**src/rtl/dps_pkg.sv**
```systemverilog
package dps_pkg;
  localparam int NSLOT  = 4;
  localparam int SLOT_W = 2;

  typedef enum logic [2:0] {
    ST_IDLE,
    ST_RAS,
    ST_CAS,
    ST_OPEN,
    ST_PRE
  } seq_st_t;

  typedef struct packed {
    logic              ok;
    logic [SLOT_W-1:0] idx;
  } slot_t;

  // Map an area number to a row-strobe slot; ok=0 for areas without DRAM support.
  function automatic slot_t area_slot(input logic [7:0] area);
    slot_t s;
    s.ok  = 1'b1;
    s.idx = '0;
    case (area)
      8'd7:    s.idx = 2'd0;
      8'd8:    s.idx = 2'd1;
      8'd13:   s.idx = 2'd2;
      8'd14:   s.idx = 2'd3;
      default: s.ok  = 1'b0;
    endcase
    return s;
  endfunction

  function automatic logic [NSLOT-1:0] slot_onehot(input logic [SLOT_W-1:0] idx);
    return NSLOT'(1) << idx;
  endfunction
endpackage

```
**src/rtl/dps_mode_reg.sv**
```systemverilog
module dps_mode_reg (
  input  logic clk,
  input  logic rst_cold_n,
  input  logic mode_wr,
  input  logic mode_wdata,
  output logic mode_q
);
  // Only the cold reset reaches this flop; the hot reset leaves it alone.
  always_ff @(posedge clk or negedge rst_cold_n) begin
    if (!rst_cold_n)  mode_q <= 1'b0;
    else if (mode_wr) mode_q <= mode_wdata;
  end
endmodule

```
**src/rtl/dps_row_track.sv**
```systemverilog
module dps_row_track #(
  parameter int ROW_W  = 10,
  parameter int SLOT_W = 2
) (
  input  logic              clk,
  input  logic              rst_n,
  input  logic              load,
  input  logic [SLOT_W-1:0] load_slot,
  input  logic [ROW_W-1:0]  load_row,
  input  logic              clear,
  input  logic [SLOT_W-1:0] cmp_slot,
  input  logic [ROW_W-1:0]  cmp_row,
  output logic              open_v,
  output logic [SLOT_W-1:0] open_slot,
  output logic [ROW_W-1:0]  open_row,
  output logic              hit
);
  always_ff @(posedge clk or negedge rst_n) begin
    if (!rst_n) begin
      open_v    <= 1'b0;
      open_slot <= '0;
      open_row  <= '0;
    end else if (load) begin
      open_v    <= 1'b1;
      open_slot <= load_slot;
      open_row  <= load_row;
    end else if (clear) begin
      open_v    <= 1'b0;
    end
  end

  assign hit = open_v && (cmp_slot == open_slot) && (cmp_row == open_row);

  assert_load_clear_apart_R7: assert property (@(posedge clk) disable iff (!rst_n)
    !(load && clear));
  assert_clear_empties_R7: assert property (@(posedge clk) disable iff (!rst_n)
    (clear && !load) |=> !open_v);
endmodule

```
**src/rtl/dps_seq_fsm.sv**
```systemverilog
module dps_seq_fsm
  import dps_pkg::*;
#(
  parameter int AREA_W = 5,
  parameter int ROW_W  = 10,
  parameter int COL_W  = 10,
  localparam int ADDR_W = (ROW_W > COL_W) ? ROW_W : COL_W
) (
  input  logic              clk,
  input  logic              rst_n,
  input  logic              mode_q,
  input  logic [NSLOT-1:0]  dram_cfg,
  input  logic              req_valid,
  input  logic [AREA_W-1:0] req_area,
  input  logic [ROW_W-1:0]  req_row,
  input  logic [COL_W-1:0]  req_col,
  input  logic              req_wr,
  input  logic [1:0]        req_be,
  output logic              req_ready,
  output logic [ADDR_W-1:0] mem_addr,
  output logic [NSLOT-1:0]  ras,
  output logic              cas,
  output logic              drd,
  output logic              dwe_lo,
  output logic              dwe_hi,
  output logic              done
);
  seq_st_t st, st_nx;

  // Named events for the assertions.
  slot_t req_s;
  logic  req_dram, take, take_dram, hit, row_active;

  assign req_s     = area_slot(8'(req_area));
  assign req_dram  = req_s.ok && dram_cfg[req_s.idx];
  assign req_ready = (st == ST_IDLE) || (st == ST_OPEN);
  assign take      = req_ready && req_valid;
  assign take_dram = take && req_dram;

  // Latched request.
  logic [SLOT_W-1:0] cur_slot;
  logic [ROW_W-1:0]  cur_row;
  logic [COL_W-1:0]  cur_col;
  logic              cur_wr;
  logic [1:0]        cur_be;
  logic              pend;

  always_ff @(posedge clk or negedge rst_n) begin
    if (!rst_n) begin
      cur_slot <= '0;
      cur_row  <= '0;
      cur_col  <= '0;
      cur_wr   <= 1'b0;
      cur_be   <= '0;
    end else if (take_dram) begin
      cur_slot <= req_s.idx;
      cur_row  <= req_row;
      cur_col  <= req_col;
      cur_wr   <= req_wr;
      cur_be   <= req_be;
    end
  end

  // Open-row tracker.
  logic              trk_load, trk_clear, open_v;
  logic [SLOT_W-1:0] trk_slot, open_slot;
  logic [ROW_W-1:0]  trk_row, open_row;

  assign trk_load  = (st_nx == ST_RAS);
  assign trk_clear = (st_nx == ST_PRE);
  assign trk_slot  = (st == ST_PRE) ? cur_slot : req_s.idx;
  assign trk_row   = (st == ST_PRE) ? cur_row  : req_row;

  dps_row_track #(.ROW_W(ROW_W), .SLOT_W(SLOT_W)) u_track (
    .clk       (clk),
    .rst_n     (rst_n),
    .load      (trk_load),
    .load_slot (trk_slot),
    .load_row  (trk_row),
    .clear     (trk_clear),
    .cmp_slot  (req_s.idx),
    .cmp_row   (req_row),
    .open_v    (open_v),
    .open_slot (open_slot),
    .open_row  (open_row),
    .hit       (hit)
  );

  // Next state.
  always_comb begin
    st_nx = st;
    case (st)
      ST_IDLE: st_nx = take_dram ? ST_RAS : ST_IDLE;
      ST_RAS:  st_nx = ST_CAS;
      ST_CAS:  st_nx = ST_OPEN;
      ST_OPEN: begin
        if (take_dram)    st_nx = hit ? ST_CAS : ST_PRE;
        else if (!mode_q) st_nx = ST_PRE;
        else              st_nx = ST_OPEN;
      end
      ST_PRE:  st_nx = pend ? ST_RAS : ST_IDLE;
      default: st_nx = ST_IDLE;
    endcase
  end

  always_ff @(posedge clk or negedge rst_n) begin
    if (!rst_n) begin
      st   <= ST_IDLE;
      pend <= 1'b0;
    end else begin
      st <= st_nx;
      if (st == ST_PRE)                            pend <= 1'b0;
      else if (st == ST_OPEN && take_dram && !hit) pend <= 1'b1;
    end
  end

  // Outputs.
  assign row_active = (st == ST_RAS) || (st == ST_CAS) || (st == ST_OPEN);

  for (genvar i = 0; i < NSLOT; i++) begin : g_ras
    assign ras[i] = row_active && open_v && (open_slot == SLOT_W'(i));
  end

  assign cas    = (st == ST_CAS);
  assign done   = (st == ST_CAS);
  assign drd    = cas && !cur_wr;
  assign dwe_lo = cas && cur_wr && cur_be[0];
  assign dwe_hi = cas && cur_wr && cur_be[1];

  always_comb begin
    case (st)
      ST_RAS:  mem_addr = ADDR_W'(cur_row);
      ST_CAS:  mem_addr = ADDR_W'(cur_col);
      default: mem_addr = '0;
    endcase
  end

  // Assertions.
  assert_ras_onehot_R4: assert property (@(posedge clk) disable iff (!rst_n)
    $onehot0(ras));
  assert_cas_under_row_R2: assert property (@(posedge clk) disable iff (!rst_n)
    cas |-> (ras != '0));
  assert_done_pulse_R3: assert property (@(posedge clk) disable iff (!rst_n)
    done |=> !done);
  assert_precharge_gap_R7: assert property (@(posedge clk) disable iff (!rst_n)
    (ras != '0) |=> (ras == '0 || ras == $past(ras)));
  assert_hold_open_R5: assert property (@(posedge clk) disable iff (!rst_n)
    (mode_q && st == ST_OPEN && !take_dram) |=> (st == ST_OPEN));
  assert_close_open_R6: assert property (@(posedge clk) disable iff (!rst_n)
    (!mode_q && st == ST_OPEN && !take_dram) |=> (ras == '0));
  assert_page_hit_R5: assert property (@(posedge clk) disable iff (!rst_n)
    (st == ST_OPEN && take_dram && hit) |=> cas);
  assert_strobe_excl_R10: assert property (@(posedge clk) disable iff (!rst_n)
    !(drd && (dwe_lo || dwe_hi)));
  assert_busy_ignore_R12: assert property (@(posedge clk) disable iff (!rst_n)
    (st == ST_RAS) |=> (st == ST_CAS && $stable(cur_row)));
endmodule

```
**src/rtl/dram_page_seq.sv**
```systemverilog
module dram_page_seq #(
  parameter int AREA_W = 5,
  parameter int ROW_W  = 10,
  parameter int COL_W  = 10
) (
  input  logic                                       clk,
  input  logic                                       rst_cold_n,
  input  logic                                       rst_hot_n,
  input  logic                                       mode_wr,
  input  logic                                       mode_wdata,
  input  logic [3:0]                                 dram_cfg,
  input  logic                                       req_valid,
  input  logic [AREA_W-1:0]                          req_area,
  input  logic [ROW_W-1:0]                           req_row,
  input  logic [COL_W-1:0]                           req_col,
  input  logic                                       req_wr,
  input  logic [1:0]                                 req_be,
  output logic                                       req_ready,
  output logic [((ROW_W > COL_W) ? ROW_W : COL_W)-1:0] mem_addr,
  output logic [3:0]                                 ras,
  output logic                                       cas,
  output logic                                       drd,
  output logic                                       dwe_lo,
  output logic                                       dwe_hi,
  output logic                                       done
);
  logic seq_rst_n;
  logic mode_q;

  // Either reset clears the sequencer; only the cold one clears the mode bit.
  assign seq_rst_n = rst_cold_n & rst_hot_n;

  dps_mode_reg u_mode (
    .clk        (clk),
    .rst_cold_n (rst_cold_n),
    .mode_wr    (mode_wr),
    .mode_wdata (mode_wdata),
    .mode_q     (mode_q)
  );

  dps_seq_fsm #(.AREA_W(AREA_W), .ROW_W(ROW_W), .COL_W(COL_W)) u_fsm (
    .clk       (clk),
    .rst_n     (seq_rst_n),
    .mode_q    (mode_q),
    .dram_cfg  (dram_cfg),
    .req_valid (req_valid),
    .req_area  (req_area),
    .req_row   (req_row),
    .req_col   (req_col),
    .req_wr    (req_wr),
    .req_be    (req_be),
    .req_ready (req_ready),
    .mem_addr  (mem_addr),
    .ras       (ras),
    .cas       (cas),
    .drd       (drd),
    .dwe_lo    (dwe_lo),
    .dwe_hi    (dwe_hi),
    .done      (done)
  );

  assert_cold_mode_R11: assert property (@(posedge clk) disable iff (!rst_cold_n)
    (!mode_wr && !$past(mode_wr)) |-> $stable(mode_q));
endmodule

```
**config.mk**
```make
export PLATFORM = sky130hd
export DESIGN_NAME = dram_page_seq
export DESIGN_NICKNAME = d
export VERILOG_FILES = /design/src/rtl/dps_pkg.sv /design/src/rtl/dps_mode_reg.sv /design/src/rtl/dps_row_track.sv /design/src/rtl/dps_seq_fsm.sv /design/src/rtl/dram_page_seq.sv
export SDC_FILE = /design/constraint.sdc
export NUM_CORES = 1
export LEC_CHECK = 0
export ABC_AREA = 1
export BUFFER_PORTS_ARGS = -buffer_cell sky130_fd_sc_hd__buf_2
export CAP_MARGIN = 15
export CORE_UTILIZATION = 25
export CTS_CLUSTER_DIAMETER = 100
export DETAILED_ROUTE_END_ITERATION = 8
export PLACE_DENSITY = 0.5
export SYNTH_ARGS = -nofsm -noshare
export SYNTH_HDL_FRONTEND = slang
export SYNTH_SLANG_ARGS = --single-unit
```
**constraint.sdc**
```tcl
create_clock -name clk -period 1.8 [get_ports clk]
set_input_delay 0.54 -clock clk [delete_from_list [all_inputs] [get_ports clk]]
set_output_delay 0.54 -clock clk [all_outputs]
set_load 0.02 [all_outputs]
```
After elaboration in Yosys (flattened, before gate mapping)
Index checks and enable logic that the tools add are counted.
{ "totals": {"ff_bits": 43, "in_bits": 38, "latch_bits": 0, "elab_cells": 71, "out_inout_bits": 20, "ram_bits": 0, "romBits": 0, "n_memories": 0} }
{ "op_classes": {"div": 0, "n_bitwise": 1, "add_sub_neg": 0, "mux": 17, "n_eq_ne": 15, "shifts": 0, "order_cmp": 1, "multipliers": 0, "reduce_logical": 26} }
{ "ops": {"columns": ["op", "n"], "rows": [
  ["10-bit one-hot mux with 2 select lines", 1],
  ["1-bit logical AND", 16],
  ["5-bit by 4-bit == test with 1-bit output (second input constant)", 3],
  ["3-bit one-hot mux with 5 select lines", 1],
  ["10-bit == test", 1],
  ["10-bit 2-to-1 mux", 1],
  ["3-bit 2-to-1 mux", 3],
  ["1-bit 2-to-1 mux", 8],
  ["3-bit by 1-bit == test with 1-bit output (second input constant)", 2],
  ["3-bit by 2-bit == test with 1-bit output (second input constant)", 2],
  ["3-bit == test (second input constant)", 2],
  ["2-bit one-hot mux with 3 select lines", 1],
  ["5-bit by 3-bit == test with 1-bit output (second input constant)", 1],
  ["2-bit == test (second input constant)", 2],
  ["2-bit nonzero test", 2],
  ["4-bit OR reduction", 1],
  ["3-bit logical NOT", 1],
  ["1-bit logical OR", 3],
  ["2-bit by 3-bit less-than comparator with 1-bit output (second input constant)", 1],
  ["1-bit binary-select mux with 2-bit select", 1],
  ["2-bit by 1-bit == test with 1-bit output (second input constant)", 1],
  ["2-bit == test", 1],
  ["1-bit logical NOT", 2],
  ["2-bit logical NOT", 1],
  ["other kinds (2)", 2]
]} }

Longest topological paths before layout
{ "logic_depth": {"depth_word": 11, "depth_mapped": 14, "mapped_depth_nobuf": 14} }

By module
Synthesis repeated with hierarchy kept, for this count alone.
{ "hier_totals": {"hier_cells": 347, "area_unflattened_um2": 2422.3} }
{ "modules_own_cells": {"columns": ["module", "area_per_inst_um2", "seq_area_each_um2", "n_inst", "cells_per_inst"], "rows": [
  ["dps_seq_fsm", 1691.6, 725.7, 1, 243],
  ["dps_row_track", 683.2, 325.3, 1, 97],
  ["dps_mode_reg", 40.0, 25.0, 1, 5],
  ["dram_page_seq", 7.5, 0.0, 1, 2]
]} }

Worst setup path after synthesis
OpenSTA, ideal clock, no wires.
{ "synth_path": {"kind": "register -> output", "from": "register u_fsm.st[0]", "to": "output mem_addr[0] (netlist name)", "path_buffers": 1, "required_ns": 1.260, "stages_incl_launch_ff": 5, "setup_slack_ns": -0.182, "arrival_time_ns": 1.442, "path_cell_list": "dfrtp_1 nor3_2 clkbuf_1 nand2_1 o21ai_0"} }
{ "synth_via": {"elab_chain_len": 2, "word_cells_on_any_way": 3, "cone_classes": "2 x eq/ne; 1 x mux"} }
{ "synth_rtl": {"columns": ["item", "line", "rtl"], "rows": [
  ["start, declared", "dps_seq_fsm.sv:28", "seq_st_t st, st_nx;"],
  ["start signal, assigned", "dps_seq_fsm.sv:111", "st <= st_nx;"],
  ["3-bit by 2-bit == test with 1-bit output", null, null],
  ["net cas", "dram_page_seq.sv:21", "output logic cas,"],
  ["10-bit one-hot mux with 2 select lines", "dps_seq_fsm.sv:131", "case (st)"],
  ["end, declared", "dram_page_seq.sv:19", "output logic [((ROW_W > COL_W) ? ROW_W : COL_W)-1:0] mem_addr,"]
]} }
The timed path passes the listed nets, and every way through them passes these cells.

Final worst setup path
{ "layout_path": {"from": "register u_fsm.st[1]", "to": "output dwe_lo"} }
{ "layout_via": {"elab_chain_len": 3} }
{ "layout_rtl": {"columns": ["item", "line", "rtl"], "rows": [
  ["3-bit by 2-bit == test with 1-bit output", "dps_seq_fsm.sv:124", "assign cas = (st == ST_CAS);"],
  ["1-bit logical AND (2 in series)", "dps_seq_fsm.sv:127", "assign dwe_lo = cas && cur_wr && cur_be[0];"],
  ["end, declared", "dram_page_seq.sv:23", "output logic dwe_lo,"]
]} }
Every way passes these cells.

==> results.yml <==
layout:
  final_area_mm2: 0.00341
  antenna-diode-count: 0
  areaGrowthSynthToFinish_pct: 42.5
  nets: 457
  layout.filler_cells: 998
  drive_gt1_share_pct: 33.2
route:
  initialDrtViolationCount: 48
  via_count: 2329
  final_antenna_net_count: 0
  routed_wire_length_per_instance_um: 11.7
  post_drt_via_cell_ratio: 4.25
  drt-pass1-iter-count: 4
  routed_wirelength_um: 6430
  drc: 0
floorplanning:
  initial_utilization_pct: 25.9
  io_pins: 58
  dieHeight_um: 99.9
  die_w_um: 99.9
  floorplan.die_area_mm2: 0.00998
  core-area_mm2: 0.00924
  rows: 35
synthesis:
  synth-seq-area-share_pct: 44.9
  synth.net_count: 371
  synth_flop_cell: "dfrtp_1"
  synth_simple_gate_area_share_pct: 34.4
  synth.cells.most_frequent: "nand2_1, dfrtp_1, inv_1, o21ai_0, nand3_1"
  synth-compound-area-share_pct: 8.78
  syn_avg_cell_area_um2: 7.19
  synth.most_common_cell: "nand2_1"
  synth_largest_area_cell: "dfrtp_1"
  synth.area.mux_share_pct: 0
  yosysWarningCount: 0
  area_fraction_of_the_dominant_cell_type_after_synthesis_pct: 44.9
  synth.cell_area_mm2: 0.00239
  post_synth_xor_area_fraction_pct: 1.46
  syn-instance-count: 333
  synth.area.top_cells: "dfrtp_1, nand2_1, o21ai_0, inv_1, nand3_1"
  synth_fa_ha_area_share_pct: 0
  postSynthRegisterBits: 43
  synthArstFlopShare_pct: 100
  combinational_family_with_the_most_area_after_synthesis: "simple AND/OR/NAND/NOR gates"
  synth_enable_flop_cells: 0
  yosys.cell_types.count: 28
worst_setup_path:
  crit_path_end_kind: "primary output"
  critPathMaxStageDelay_ps: 380
  timing.critical_path.from_type: "flop"
  critical_path_buf_inv_count: 3
  path_max_fanout: 8
  cp_cell_sequence: "inv_2, nor3_4, buf_6, and3_1, buf_4"
  category_of_the_critical_setup_timing_path: "flop to primary output"
  worst_ep_arrival_time_ps: 1450
  critical-path-top-delay-family: "simple AND/OR/NAND/NOR gates"
  slowest_cell_on_the_critical_path: "dfrtp_1"
  critPathRequiredTime_ps: 1260
cts:
  clock-sinks: 43
  cts_tree: "done"
  cts_buffers: 5
  clkTransAtPathRegs_ps: 80
  clock_insertion_delay_worst_skew_ps: 290
  cts_max_level: 2
  cts_root_buf: "clkbuf_8"
  cts.path.max_buffers: 2
placement:
  post-dp-hpwl_um: 4730
  port_buffers: 57
  place.gp.congestion: 0.773
  placed_cell_area_mm2: 0.00296
global_route:
  first_global_vias: 2202
  total_routing_resource_utilization_after_global_routing_pct: 13.5
  grt_start_max_net_pins: 27
  globalRouteOverflowTotal: 0
  antenna_found_initial: 0
  global_route_wire_length_before_repair_um: 10600
sta:
  max-slew-margin-rel_pct: 72.5
  finalHoldViolations: 0
  tightestPinTransition_ps: 411
  worst_clock_skew_ps: 3.41
  slew_violations: 0
  top_achievable_clock_speed_mhz: 502
  period_share_pct: 111
  rsz0062_at_grt: "yes"
  final_critical_path_setup_slack_ps: -191
  timing.setup.tns_ps: -3010
  setup_viol: 21
  fin_crit_ps: 1990
  final.hold.worst_slack_ps: 243
power:
  max-vdd-ir-drop_mv: 0.752
  power-per-cell-area_mw_per_mm2: 1550
  total_leakage_power_nw: 1.84
  design_power_total_w: 0.00530
min_path:
  timing.hold.worst.class: "input pin to asynchronous set/reset pin"
outcome:
  violated_checks: "setup timing"
  run_status: "finished, violations left"
job:
  max_cap_violations: 0
==> flip-flops by register name, summed over array words and instances, names as in the netlist, 2 cells and up <==
| signal | count |
|---|---|
| u_fsm.cur_col | 10 |
| u_fsm.cur_row | 10 |
| u_fsm.u_track.open_row | 10 |
| u_fsm.st | 3 |
| u_fsm.cur_be | 2 |
| u_fsm.cur_slot | 2 |
| u_fsm.u_track.open_slot | 2 |
==> per-layer routing <==
layer	up-vias	wire, um	part of all wire [%]	track usage, %
met3	6	244	3.8	2.51
li1	1201	-	-	-
met1	1071	3070	48	17.8
met2	51	3050	47	22.7
met5	-	0	0	0
met4	0	63	0.98	3.39
==> cells in the final DEF (no fill, tap or decap), types with 2 or more instances in the layout <==
| cell | count |
|---|---|
| nand2_1 | 124 |
| dfrtp_1 | 42 |
| inv_1 | 40 |
| buf_2 | 38 |
| buf_4 | 27 |
| nand3_1 | 23 |
| buf_6 | 22 |
| o21ai_0 | 21 |
| nand2_2 | 13 |
| o21ai_1 | 9 |
| o21ai_2 | 7 |
| nor2_1 | 7 |
| clkbuf_8 | 5 |
| nand3_2 | 4 |
| xnor2_1 | 4 |
| inv_2 | 3 |
| nor2_2 | 3 |
| nor3_2 | 3 |
| buf_12 | 3 |
| nor3_4 | 2 |
| nor2_4 | 2 |
| nand2_4 | 2 |
| and3_1 | 2 |
==> logic make-up after synthesis <==
family,Yosys count
simple gates,189
xor+xnor,4
compound gates,40
flops,43
buf+inv,57
==> where the power goes <==
part           internal, W  total (W)  leakage [nW]  switching [W]
combinational      0.00127    0.00285          1.23        0.00157
sequential         0.00141    0.00172         0.555       0.000304
clock             0.000407   0.000731        0.0513       0.000324
==> tightest hold or removal path, stage by stage <==
cell and delay (ps):
buf_2 70, nand2_1 40, inv_1 310
==> worst paths after layout <==
path	start	end	slack, ps	depth (start not counted)
hold reg to reg	u_fsm.cur_be[0]	u_fsm.cur_be[0]	480	2
hold / removal	rst_hot_n	u_fsm.u_track.open_slot[1]	240	3
min in group clk	req_col[4]	u_fsm.cur_col[4]	430	3
max in group asynchronous	rst_cold_n	u_fsm.pend	510	5
setup / recovery	u_fsm.st[1]	dwe_lo	-190	5
setup reg to reg	u_fsm.st[1]	u_fsm.u_track.open_row[0]	0	14
==> metrics by stage <==
stage	std cells	utilization, %	setup WS, ps
final	548	36.9	-191
after global placement	530	32.1	-106
after detailed placement	530	32.1	-138
after CTS	539	34.9	-225
after global routing	548	36.9	-302
after floorplan	333	-	33.8
==> layout make-up <==
cell class | count | area (um2) | area share, %
Multi-Input combinational cell | 234 | 1190 | 35.0
Timing Repair Buffer | 91 | 711 | 20.8
Clock buffer | 6 | 72.6 | 2.13
Inverter | 44 | 165 | 4.84
Clock inverter | 1 | 30.0 | 0.880
Tap cell | 129 | 161 | 4.73
Sequential cell | 43 | 1080 | 31.6
==> repair_timing <==
item	CTS	global route
pin swaps	2	5
hold buffers	0	1
endpoints found under the hold margin	0	1
cloned	0	1
resized for setup	53	35
setup buffers	3	7
setup endpoints to repair	21	33
Power figures use the tool's default switching activity.
